==> src/rtl/pcm_serial_tx.sv <==
module pcm_serial_tx #(
  parameter int DIV = 2
) (
  input  logic        clk,
  input  logic        rst_n,
  input  logic        ctrl_we,
  input  logic [15:0] ctrl_wdata,
  input  logic        smp_valid,
  input  logic [23:0] smp_data,
  output logic        smp_ready,
  output logic        bclk_o,
  output logic        ws_o,
  output logic [2:0]  sd_o
);
  localparam int PW    = $clog2(2 * DIV);
  localparam int LINES = 3;
  localparam int NSMP  = 2 * LINES;
  localparam logic [PW-1:0] PH_LAST = PW'(2 * DIV - 1);
  localparam logic [PW-1:0] PH_HALF = PW'(DIV);
  localparam int B_EN = 0, B_EDGE = 3, B_WPOL = 4, B_DLY = 5,
                 B_END = 6, B_SIX = 7, B_LSB = 8, B_MUTE = 9;

  logic [15:0]   pend, cfg;
  logic          run;
  logic [PW-1:0] ph;
  logic [5:0]    q;
  logic [2:0]    cnt;
  logic [23:0]   stage [NSMP];
  logic [23:0]   held  [NSMP];

  logic [2:0] need;
  logic       full, take, wrap, fend, start, load;
  assign need      = pend[B_SIX] ? 3'd6 : 3'd2;
  assign full      = cnt >= need;
  assign smp_ready = !full;
  assign take      = smp_valid && smp_ready;
  assign wrap      = run && ph == PH_LAST;
  assign fend      = wrap && q == 6'd63;
  assign start     = !run && pend[B_EN];
  assign load      = start || (fend && pend[B_EN]);

  always_ff @(posedge clk or negedge rst_n) begin
    if (!rst_n) begin
      pend <= '0;
      cfg  <= '0;
      run  <= 1'b0;
      ph   <= '0;
      q    <= '0;
      cnt  <= '0;
      for (int i = 0; i < NSMP; i++) begin
        held[i]  <= '0;
        stage[i] <= '0;
      end
    end else begin
      if (ctrl_we) pend <= ctrl_wdata;
      if (start) run <= 1'b1;
      else if (fend && !pend[B_EN]) run <= 1'b0;
      if (!run || wrap) ph <= '0;
      else ph <= ph + 1'b1;
      if (start) q <= '0;
      else if (wrap) q <= q + 6'd1;
      if (load) begin
        cfg <= pend;
        for (int i = 0; i < NSMP; i++) held[i] <= full ? stage[i] : '0;
      end
      if (load && full) cnt <= '0;
      else if (take) begin
        stage[cnt] <= smp_data;
        cnt <= cnt + 3'd1;
      end
    end
  end

  logic [4:0] wbits, lead, o, idx, bpos;
  logic [5:0] qd;
  logic       in_word;
  logic [LINES-1:0] sd_nx;

  always_comb begin
    case (cfg[2:1])
      2'd0:    wbits = 5'd16;
      2'd1:    wbits = 5'd18;
      2'd2:    wbits = 5'd20;
      default: wbits = 5'd24;
    endcase
  end

  assign lead    = 5'(6'd32 - {1'b0, wbits});
  assign o       = q[4:0];
  assign qd      = q + {5'd0, cfg[B_DLY]};
  assign in_word = cfg[B_END] ? (o >= lead) : (o < wbits);
  assign idx     = cfg[B_END] ? (o - lead) : o;
  assign bpos    = cfg[B_LSB] ? idx : (wbits - 5'd1 - idx);

  for (genvar k = 0; k < LINES; k++) begin : g_line
    logic [23:0] s;
    assign s = q[5] ? held[2*k+1] : held[2*k];
    assign sd_nx[k] = (k == 0 || cfg[B_SIX]) && !cfg[B_MUTE] && in_word && s[bpos];
  end

  always_ff @(posedge clk or negedge rst_n) begin
    if (!rst_n) begin
      bclk_o <= 1'b0;
      ws_o   <= 1'b0;
      sd_o   <= '0;
    end else if (!run) begin
      bclk_o <= 1'b0;
      ws_o   <= 1'b0;
      sd_o   <= '0;
    end else begin
      bclk_o <= (ph < PH_HALF) ? cfg[B_EDGE] : ~cfg[B_EDGE];
      ws_o   <= qd[5] ^ cfg[B_WPOL];
      sd_o   <= sd_nx;
    end
  end

  a_r11_idle_low: assert property (@(posedge clk) disable iff (!rst_n)
    !$past(run) |-> (!bclk_o && !ws_o && sd_o == 3'b000));
  a_r8_two_ch_quiet: assert property (@(posedge clk) disable iff (!rst_n)
    !$past(cfg[B_SIX]) |-> sd_o[2:1] == 2'b00);
  a_r10_mute_zero: assert property (@(posedge clk) disable iff (!rst_n)
    $past(cfg[B_MUTE]) |-> sd_o == 3'b000);
  a_r12_cfg_at_frame: assert property (@(posedge clk) disable iff (!rst_n)
    (run && $past(run) && q != 6'd0) |-> $stable(cfg));
  a_r3_ws_on_edge: assert property (@(posedge clk) disable iff (!rst_n)
    ($past(run) && $past(run, 2) && !$stable(ws_o)) |-> !$stable(bclk_o));
  a_r13_stage_bound: assert property (@(posedge clk) disable iff (!rst_n)
    cnt <= 3'd6);
endmodule

==> config.mk <==
export PLATFORM = sky130hd
export DESIGN_NAME = pcm_serial_tx
export DESIGN_NICKNAME = d
export VERILOG_FILES = /design/src/rtl/pcm_serial_tx.sv
export SDC_FILE = /design/constraint.sdc
export NUM_CORES = 1
export LEC_CHECK = 0
export ABC_AREA = 1
export BUFFER_PORTS_ARGS = -buffer_cell sky130_fd_sc_hd__clkbuf_2
export CORE_MARGIN = 2
export CORE_UTILIZATION = 45
export CTS_BUF_LIST = sky130_fd_sc_hd__clkbuf_8 sky130_fd_sc_hd__clkbuf_16
export DETAILED_ROUTE_END_ITERATION = 8
export PLACE_DENSITY = 0.68
export RECOVER_POWER = 50
export SLEW_MARGIN = 10
export SYNTH_ARGS = -nofsm -noshare
export SYNTH_HDL_FRONTEND = slang
export SYNTH_SLANG_ARGS = --single-unit
==> constraint.sdc <==
create_clock -name clk -period 2.7 [get_ports clk]
set_input_delay 0 -clock clk [delete_from_list [all_inputs] [get_ports clk]]
set_output_delay 0 -clock clk [all_outputs]
set_load 0.01 [all_outputs]
==> impl_metrics.env, run 1 <==
export IMPL_place_ws_ns=-0.188
export IMPL_cts_root_buf="clkbuf_16"
export IMPL_final_hold_viol_count=0
export IMPL_port_buffers=43
export IMPL_grt_start_max_net_pins=112
export IMPL_ys_seq_area_share_pct=55.9
export IMPL_period_share_pct=103
export IMPL_synth_edff_count=0
export IMPL_io_pins=50
export IMPL_syn_area_per_cell_um2=8.37
export IMPL_arrival_ns=3.23
export IMPL_h_tree_depth=2
export IMPL_dp_hpwl_um=21700
export IMPL_grt_pass1_wl_um=60600
export IMPL_cts_tree="built"
export IMPL_synth_largest_area_cell="dfrtp_1"
export IMPL_grt_pass1_vias=11400
export IMPL_clock_insertion_delay_worst_skew_ns=0.52
export IMPL_dpl_cell_area_mm2=0.0151
export IMPL_yosys_register_bits=324
export IMPL_setup_violations=3
export IMPL_path_class="flop to flop"
export IMPL_cp_data_required_time_ns=3.16
export IMPL_drive_gt1_share_pct=9.91
export IMPL_relSlewSlack_pct=-37.0
export IMPL_synth_cell_types=35
export IMPL_async_flop_share_pct=100
export IMPL_grt_setup_unrepaired="yes"
export IMPL_finalWirelength_um=37200
export IMPL_yosysMostFrequentCell="nand2_1"
export IMPL_yosysTopAreaCellShare_pct=55.9
export IMPL_clockBufferDepth=3
export IMPL_antenna_left=0
export IMPL_diodes=0
export IMPL_synth_area_mm2=0.0145
export IMPL_yosys_top_cells_count="nand2_1, dfrtp_1, o21ai_0"
export IMPL_viasPerCell=5.31
export IMPL_cap_violations=4
export IMPL_final_area_mm2=0.0169
export IMPL_fp_dieH_um=184
export IMPL_worstMarginPinSlew_ns=2.06
export IMPL_fmax_mhz=360
export IMPL_antenna_found_initial=0
export IMPL_dr_pass1_iters=5
export IMPL_overflow=0
export IMPL_ys_warn_count=0
export IMPL_track_usage_pct=22.7
export IMPL_coreArea_mm2=0.0316
export IMPL_clk_pin_slew_worst_paths_ns=0.06
export IMPL_path_max_fanout=5
export IMPL_final_nets=1864
export IMPL_areaGrowthSynthToFinish_pct=16.3
export IMPL_power_density_mw_per_mm2=943
export IMPL_dieArea_mm2=0.0337
export IMPL_failed_checks="max-capacitance violations, max-slew violations, negative setup slack"
export IMPL_leakage_nw=8.56
export IMPL_timing_hold_ws_ns=0.00826
export IMPL_cts_sinks=324
export IMPL_avgRoutedWirePerCell_um=16.7
export IMPL_syn_inst=1733
export IMPL_start_util_pct=45.9
export IMPL_die_x_um=184
export IMPL_dr_first_iter_drc_count=1081
export IMPL_cts_buffers_inserted=35
export IMPL_synth_ff_type="dfrtp_1"
export IMPL_finalMaxSlewViolations=223
export IMPL_min_period_ns=2.77
export IMPL_hold_path_class="primary input to flop"
export IMPL_route_detailed_drc=0
export IMPL_ir_worst_vdd_mv=0.633
export IMPL_synth_nets=1797
export IMPL_place_congestion=0.942
export IMPL_skew_ns=0.0187
export IMPL_ys_top_cells_by_area="dfrtp_1, nand2_1, o21ai_0, nand3_1, inv_1"
export IMPL_vias=11800
export IMPL_status="finished, violations left"
export IMPL_setup_worst_path_end_class="flop"
export IMPL_cp_start_kind="flop"
export IMPL_rows=65
export IMPL_layout_setup_ws_ns=-0.0746
-- cell usage in the layout, fill, tap and decap left out, types with 7 or more instances in the layout --
cell type / count
clkbuf_8: 11
clkbuf_16: 36
nor2_1: 8
dfrtp_1: 323
buf_12: 8
nand3_1: 189
ha_1: 15
o21ai_0: 224
nand2_1: 655
o21ai_1: 31
clkbuf_2: 45
a21oi_1: 7
inv_1: 117
dlygate4sd3_1: 51
buf_4: 26
nand2_2: 7
-- power by group --
group,switching (mW),total (mW),internal [mW]
registers,0.656,6.67,6.01
clock network,1.96,4.90,2.93
logic,2.83,4.34,1.52
total,5.44,15.9,10.5
-- registers in the layout (all words and copies together), names as in the netlist --
name and flops:
bclk_o 1, cfg 9, cnt 3, held 144, pend 10, ph 2, q 6, run 1
sd_o 3, stage 144, ws_o 1
-- final cells by class --
type / instances / area (um2)
fillers: 2944 / 14800
flip-flops and latches: 324 / 8110
multi-input cells: 1183 / 5460
repair buffers: 135 / 1130
clock buffers: 47 / 1050
well taps: 402 / 503
inverters: 120 / 462
clock inverters: 16 / 146
repair inverters: 1 / 7.51
-- cell families (layout without fill, tap and decap cells) --
group | after synthesis | after routing | synth area share (%)
buf+inv | 226 | 319 | 7.13
fa+ha+maj | 20 | 20 | 1.83
flops | 324 | 324 | 55.9
mux | 4 | 4 | 0.310
compound gates | 274 | 274 | 9.63
xor+xnor | 3 | 3 | 0.181
simple gates | 882 | 882 | 25.0
-- path summary, 6_finish.rpt --
kind / cells past startpoint / slack (ns) / start / to
max reg2reg: 14 / -0.07 / cfg[1] / sd_o[2]
min in group asynchronous: 3 / 0.69 / rst_n / cfg[6]
max in group asynchronous: 3 / 0.47 / rst_n / q[5]
min: 2 / 0.008 / ctrl_we / pend[1]
min reg2reg: 1 / 0.44 / ph[0] / ph[0]
max: 14 / -0.07 / cfg[1] / sd_o[2]
-- per-layer routing --
metal  track usage (%)  up-vias  routed length (um)
li1                  -     5685                   -
met1              32.7     5694               17000
met2              35.9      382               17000
met3              3.49       61                2390
met4              6.14        0                 788
met5                 0        -                   0
-- stage by stage --
stage          setup TNS, ns  utilization (%)  cells  power [mW]
2_1_floorplan              0                -   1733        9.46
3_3_place_gp          -0.274             47.6   2106        10.6
3_5_place_dp          -0.505             47.6   2106        10.7
4_1_cts               -0.132             53.5   2226        15.9
5_1_grt               -0.647             53.3   2228        16.9
6_report              -0.212             53.3   2228        15.9
-- critical path, stage by stage, from the launching register on --
cell        delay [ns]
dfrtp_1           0.41
ha_2              0.21
ha_4              0.16
fa_1              0.42
nand2_1           0.09
o21ai_2           0.08
fa_1              0.49
nand2_2           0.07
o21ai_4           0.15
clkinvlp_4        0.22
nand3_2           0.10
nand3_2           0.07
a21oi_2           0.14
nand2_1           0.07
inv_1             0.05
-- what timing repair did --
action	CTS	global route
pin swaps	13	0
gates resized for setup	19	5
hold buffers	52	0
setup endpoints to repair	3	3
buffers inserted	4	2
cloned	1	0
endpoints found under the hold margin	481	0
Power figures use the tool's default switching activity.
==> run 2, diff against run 1 <==
--- a/config.mk
+++ b/config.mk
@@ -12,7 +12,6 @@
 export CTS_BUF_LIST = sky130_fd_sc_hd__clkbuf_8 sky130_fd_sc_hd__clkbuf_16
 export DETAILED_ROUTE_END_ITERATION = 8
 export PLACE_DENSITY = 0.68
-export RECOVER_POWER = 50
 export SLEW_MARGIN = 10
 export SYNTH_ARGS = -nofsm -noshare
 export SYNTH_HDL_FRONTEND = slang
==> impl_metrics.env, run 2 (synthesis results as in run 1) <==
export IMPL_status="finished, violations left"
export IMPL_setup_violations=3
export IMPL_dpl_cell_area_mm2=0.0151
export IMPL_clk_pin_slew_worst_paths_ns=0.06
export IMPL_finalMaxSlewViolations=0
export IMPL_skew_ns=0.0221
export IMPL_grt_setup_unrepaired="yes"
export IMPL_relSlewSlack_pct=44.2
export IMPL_clock_insertion_delay_worst_skew_ns=0.53
export IMPL_r2r_cells=14
export IMPL_antenna_left=0
export IMPL_hold_path_class="primary input to flop"
export IMPL_avgRoutedWirePerCell_um=16.7
export IMPL_dp_hpwl_um=21700
export IMPL_fp_dieH_um=184
export IMPL_overflow=0
export IMPL_vias=11800
export IMPL_fmax_mhz=360
export IMPL_cts_tree="built"
export IMPL_dieArea_mm2=0.0337
export IMPL_fillers=2934
export IMPL_swShare_pct=34.2
export IMPL_ir_worst_vdd_mv=0.634
export IMPL_fin_util_pct=53.6
export IMPL_io_pins=50
export IMPL_min_period_ns=2.78
export IMPL_die_x_um=184
export IMPL_cp_data_required_time_ns=3.15
export IMPL_hold_start="ctrl_we"
export IMPL_coreArea_mm2=0.0316
export IMPL_grt_pass1_wl_um=60600
export IMPL_cts_root_buf="clkbuf_16"
export IMPL_power_switching_mw=5.44
export IMPL_grt_pass1_vias=11400
export IMPL_cts_buffers_inserted=35
export IMPL_route_detailed_drc=0
export IMPL_timing_hold_ws_ns=0.00709
export IMPL_start_util_pct=45.9
export IMPL_path_max_fanout=5
export IMPL_period_share_pct=103
export IMPL_final_nets=1864
export IMPL_port_buffers=43
export IMPL_min_to="pend[1]"
export IMPL_dr_first_iter_drc_count=1151
export IMPL_grt_start_max_net_pins=112
export IMPL_cts_sinks=324
export IMPL_viasPerCell=5.30
export IMPL_power_density_mw_per_mm2=940
export IMPL_layout_common_cells="nand2_1, dfrtp_1, o21ai_0"
export IMPL_drive_gt1_share_pct=10.0
export IMPL_path_class="flop to flop"
export IMPL_antenna_found_initial=0
export IMPL_areaGrowthSynthToFinish_pct=16.8
export IMPL_finalWirelength_um=37200
export IMPL_failed_checks="negative setup slack"
export IMPL_holdPathStages=2
export IMPL_r2r_start="cfg[1]"
export IMPL_final_common_cell="nand2_1"
export IMPL_layout_setup_ws_ns=-0.0798
export IMPL_arrival_ns=3.23
export IMPL_clockBufferDepth=3
export IMPL_final_area_mm2=0.0169
export IMPL_p_total_mw=15.9
export IMPL_combPwrFrac_pct=27.4
export IMPL_reg_largest_list="held (144), stage (144), pend (10)"
export IMPL_seqPwrFrac_pct=41.9
export IMPL_p_int_mw=10.5
export IMPL_setup_worst_path_end_class="flop"
export IMPL_h_tree_depth=2
export IMPL_leakage_nw=8.59
export IMPL_r2r_slack_ns=-0.08
export IMPL_dr_pass1_iters=5
export IMPL_place_congestion=0.942
export IMPL_cap_violations=0
export IMPL_fin_cells=2228
export IMPL_final_hold_viol_count=0
export IMPL_diodes=0
export IMPL_numPlacedInstances=2106
export IMPL_r2r_end="sd_o[2]"
export IMPL_cp_start_kind="flop"
export IMPL_rows=65
export IMPL_p_clk_share_pct=30.7
export IMPL_track_usage_pct=22.7
export IMPL_worstMarginPinSlew_ns=0.837
==> run 2: what timing repair did <==
| action | 4_1_cts | 5_1_grt |
|---|---|---|
| buffers inserted | 4 | 2 |
| gates resized for setup | 19 | 5 |
| endpoints found under the setup margin | 3 | 3 |
| hold buffers | 52 | 0 |
| hold endpoints to repair | 481 | 0 |
| pin swaps | 13 | 0 |
| gates cloned | 1 | 0 |
==> run 2: worst max path at each step <==
stage          startpoint      end  slack, ns  cells past startpoint
2_1_floorplan      cfg[2]  sd_o[0]       0.02                     17
3_3_place_gp       cfg[1]  sd_o[0]       -0.1                     16
3_5_place_dp       cfg[1]  sd_o[2]      -0.19                     14
4_1_cts            cfg[2]  sd_o[2]      -0.05                     15
5_1_grt            cfg[2]  sd_o[0]      -0.22                     15
6_report           cfg[1]  sd_o[2]      -0.08                     14
==> run 2: final cells by class <==
| cell class | count | area [um2] | share of cell area (%) |
|---|---|---|---|
| inverter | 120 | 462 | 2.72 |
| sequential | 324 | 8110 | 47.9 |
| timing repair inverter | 1 | 7.51 | 0.0443 |
| clock inverter | 16 | 146 | 0.864 |
| multi-input combinational | 1183 | 5460 | 32.2 |
| timing repair buffer | 135 | 1200 | 7.09 |
| tap | 402 | 503 | 2.97 |
| clock buffer | 47 | 1050 | 6.21 |
==> run 2: per-layer routing <==
metal / GRT usage [%] / up-vias / routed length, um
li1: - / 5686 / -
met1: 32.7 / 5674 / 17000
met2: 35.9 / 391 / 17100
met3: 3.49 / 63 / 2340
met4: 6.14 / 0 / 769
met5: 0 / - / 0
==> run 2: worst max-delay path, stage by stage, from the launching register on <==
cell        delay (ns)
dfrtp_1           0.41
ha_2              0.21
ha_4              0.16
fa_1              0.42
nand2_1           0.09
o21ai_2           0.08
fa_1              0.49
nand2_2           0.07
o21ai_4           0.15
clkinvlp_4        0.22
nand3_2           0.10
nand3_2           0.07
a21oi_2           0.14
nand2_1           0.07
inv_1             0.05
==> run 2: stage by stage <==
step | setup slack, ns | setup TNS, ns
final | -0.0798 | -0.232
after floorplan | 0.0203 | 0
after CTS | -0.0477 | -0.132
after global routing | -0.216 | -0.613
after detailed placement | -0.188 | -0.505
after global placement | -0.0961 | -0.274
==> run 2: power groups by stage <==
stage          registers (mW)  logic, mW  clock network (mW)
2_1_floorplan            6.58       2.88                   0
3_3_place_gp             6.67       3.91                   0
3_5_place_dp             6.71       4.01                   0
4_1_cts                  6.64       4.31                4.98
5_1_grt                  6.78       4.93                5.18
6_report                 6.67       4.36                4.89
==> run 3, diff against run 2 <==
--- a/config.mk
+++ b/config.mk
@@ -7,11 +7,12 @@
 export LEC_CHECK = 0
 export ABC_AREA = 1
 export BUFFER_PORTS_ARGS = -buffer_cell sky130_fd_sc_hd__clkbuf_2
+export CAP_MARGIN = 20
 export CORE_MARGIN = 2
-export CORE_UTILIZATION = 45
+export CORE_UTILIZATION = 56
 export CTS_BUF_LIST = sky130_fd_sc_hd__clkbuf_8 sky130_fd_sc_hd__clkbuf_16
 export DETAILED_ROUTE_END_ITERATION = 8
-export PLACE_DENSITY = 0.68
+export PLACE_DENSITY = 0.81
 export SLEW_MARGIN = 10
 export SYNTH_ARGS = -nofsm -noshare
 export SYNTH_HDL_FRONTEND = slang
==> impl_metrics.env, run 3 (synthesis results as in run 1) <==
export IMPL_leakage_nw=8.46
export IMPL_dieArea_mm2=0.0272
export IMPL_cts_root_buf="clkbuf_16"
export IMPL_grt_pass1_vias=11800
export IMPL_period_share_pct=104
export IMPL_start_util_pct=57.3
export IMPL_antenna_left=0
export IMPL_final_hold_viol_count=7
export IMPL_port_buffers=43
export IMPL_fin_cells=2144
export IMPL_cp_data_required_time_ns=3.20
export IMPL_setup_violations=3
export IMPL_cts_sinks=324
export IMPL_setup_worst_path_end_class="flop"
export IMPL_grt_start_max_net_pins=116
export IMPL_finalWirelength_um=35800
export IMPL_clk_pin_slew_worst_paths_ns=0.06
export IMPL_antenna_found_initial=2
export IMPL_path_max_fanout=5
export IMPL_coreArea_mm2=0.0253
export IMPL_finalMaxSlewViolations=0
export IMPL_cts_buffers_inserted=31
export IMPL_drive_gt1_share_pct=9.04
export IMPL_rows=58
export IMPL_cap_violations=0
export IMPL_reg_largest_list="held (144), stage (144), pend (10)"
export IMPL_track_usage_pct=27.6
export IMPL_clock_insertion_delay_worst_skew_ns=0.57
export IMPL_numPlacedInstances=2031
export IMPL_avgRoutedWirePerCell_um=16.7
export IMPL_final_nets=1855
export IMPL_power_density_mw_per_mm2=915
export IMPL_dr_first_iter_drc_count=1130
export IMPL_worstMarginPinSlew_ns=0.640
export IMPL_min_period_ns=2.80
export IMPL_diodes=0
export IMPL_grt_setup_unrepaired="yes"
export IMPL_overflow=0
export IMPL_layout_setup_ws_ns=-0.104
export IMPL_arrival_ns=3.31
export IMPL_fin_tns_setup_ns=-0.297
export IMPL_grt_pass1_wl_um=59500
export IMPL_clockBufferDepth=3
export IMPL_status="finished, violations left"
export IMPL_timing_hold_ws_ns=-0.0171
export IMPL_hold_path_class="primary input to async pin"
export IMPL_areaGrowthSynthToFinish_pct=14.5
export IMPL_h_tree_depth=1
export IMPL_path_class="flop to flop"
export IMPL_place_congestion=0.895
export IMPL_cts_tree="built"
export IMPL_layout_common_cells="nand2_1, dfrtp_1, o21ai_0"
export IMPL_final_common_cell="nand2_1"
export IMPL_skew_ns=0.0154
export IMPL_vias=12000
export IMPL_relSlewSlack_pct=57.3
export IMPL_die_x_um=165
export IMPL_dp_hpwl_um=20900
export IMPL_cp_start_kind="flop"
export IMPL_viasPerCell=5.58
export IMPL_dr_pass1_iters=5
export IMPL_fmax_mhz=357
export IMPL_failed_checks="negative hold slack, negative setup slack"
export IMPL_ir_worst_vdd_mv=0.625
export IMPL_r2r_cells=15
export IMPL_io_pins=50
export IMPL_route_detailed_drc=0
export IMPL_fp_dieH_um=165
-- run 3: changes by cell type in the layout (fill, tap and decap cells not counted), sizes merged --
| cell | delta |
|---|---|
| clkinv | -1 |
| inv | -1 |
| clkbuf | -6 |
| buf | -6 |
| dlygate4sd3 | +1 |
| bufinv | -1 |
| clkinvlp | +2 |
-- run 3: final timing paths --
path	start	slack, ns	endpoint
setup / recovery	cfg[2]	-0.10	sd_o[1]
hold / removal	rst_n	-0.02	pend[3]
setup reg to reg	cfg[2]	-0.10	sd_o[1]
hold reg to reg	ph[0]	0.44	ph[0]
max in group asynchronous	rst_n	1.75	held[14]
min in group clk	smp_data[11]	0.31	stage[11]
-- run 3: layout make-up --
class / count / area [um2]
Clock inverter: 15 / 114
Multi-Input combinational cell: 1183 / 5450
Inverter: 120 / 457
Tap cell: 330 / 413
Fill cell: 1994 / 8710
Sequential cell: 324 / 8110
Timing Repair inverter: 1 / 7.51
Clock buffer: 41 / 913
Timing Repair Buffer: 130 / 1150
-- run 3: per-layer routing --
metal  part of all wire (%)  track usage (%)
met3                    7.1             4.72
met2                     47             45.2
met5                  0.028                0
met4                    2.9             8.66
met1                     43             37.9
-- run 3: where the power goes --
group / switching [mW] / internal [mW] / leakage [nW]
combinational: 2.76 / 1.46 / 3.65
sequential: 0.669 / 6.01 / 4.28
clock: 1.84 / 2.46 / 0.528
total: 5.27 / 9.93 / 8.46
-- run 3: repair_timing --
| item | CTS | global route |
|---|---|---|
| gates resized for setup | 15 | 2 |
| setup buffers | 4 | 0 |
| pin swaps | 7 | 0 |
| hold endpoints to repair | 329 | 0 |
| endpoints found under the setup margin | 3 | 3 |
| hold buffers | 52 | 0 |
| gates cloned | 1 | 0 |
-- run 3: through the flow --
| stage | cell area [um2] | total power, mW | hold WS [ns] | worst slack [ns] | utilization [%] |
|---|---|---|---|---|---|
| after floorplan | 14500 | 9.46 | -0.296 | 0.0203 | - |
| after global placement | 15000 | 10.5 | 0.0204 | -0.111 | 59.1 |
| after detailed placement | 15000 | 10.6 | 0.0231 | -0.164 | 59.1 |
| after CTS | 16600 | 15.2 | 0.0252 | -0.0642 | 65.6 |
| after global routing | 16600 | 16.1 | 0.0522 | -0.269 | 65.6 |
| final | 16600 | 15.2 | -0.0171 | -0.104 | 65.6 |
-- run 3: critical path, cell delays in order, from the launching register on --
cell	delay (ns)
dfrtp_1	0.38
inv_2	0.09
buf_6	0.11
ha_4	0.19
fa_1	0.44
nand2_1	0.08
o21ai_2	0.07
fa_1	0.51
nand2_2	0.09
o21ai_4	0.14
clkinvlp_4	0.21
nand3_2	0.09
nand3_2	0.06
a21oi_2	0.14
nand2_1	0.07
inv_1	0.05
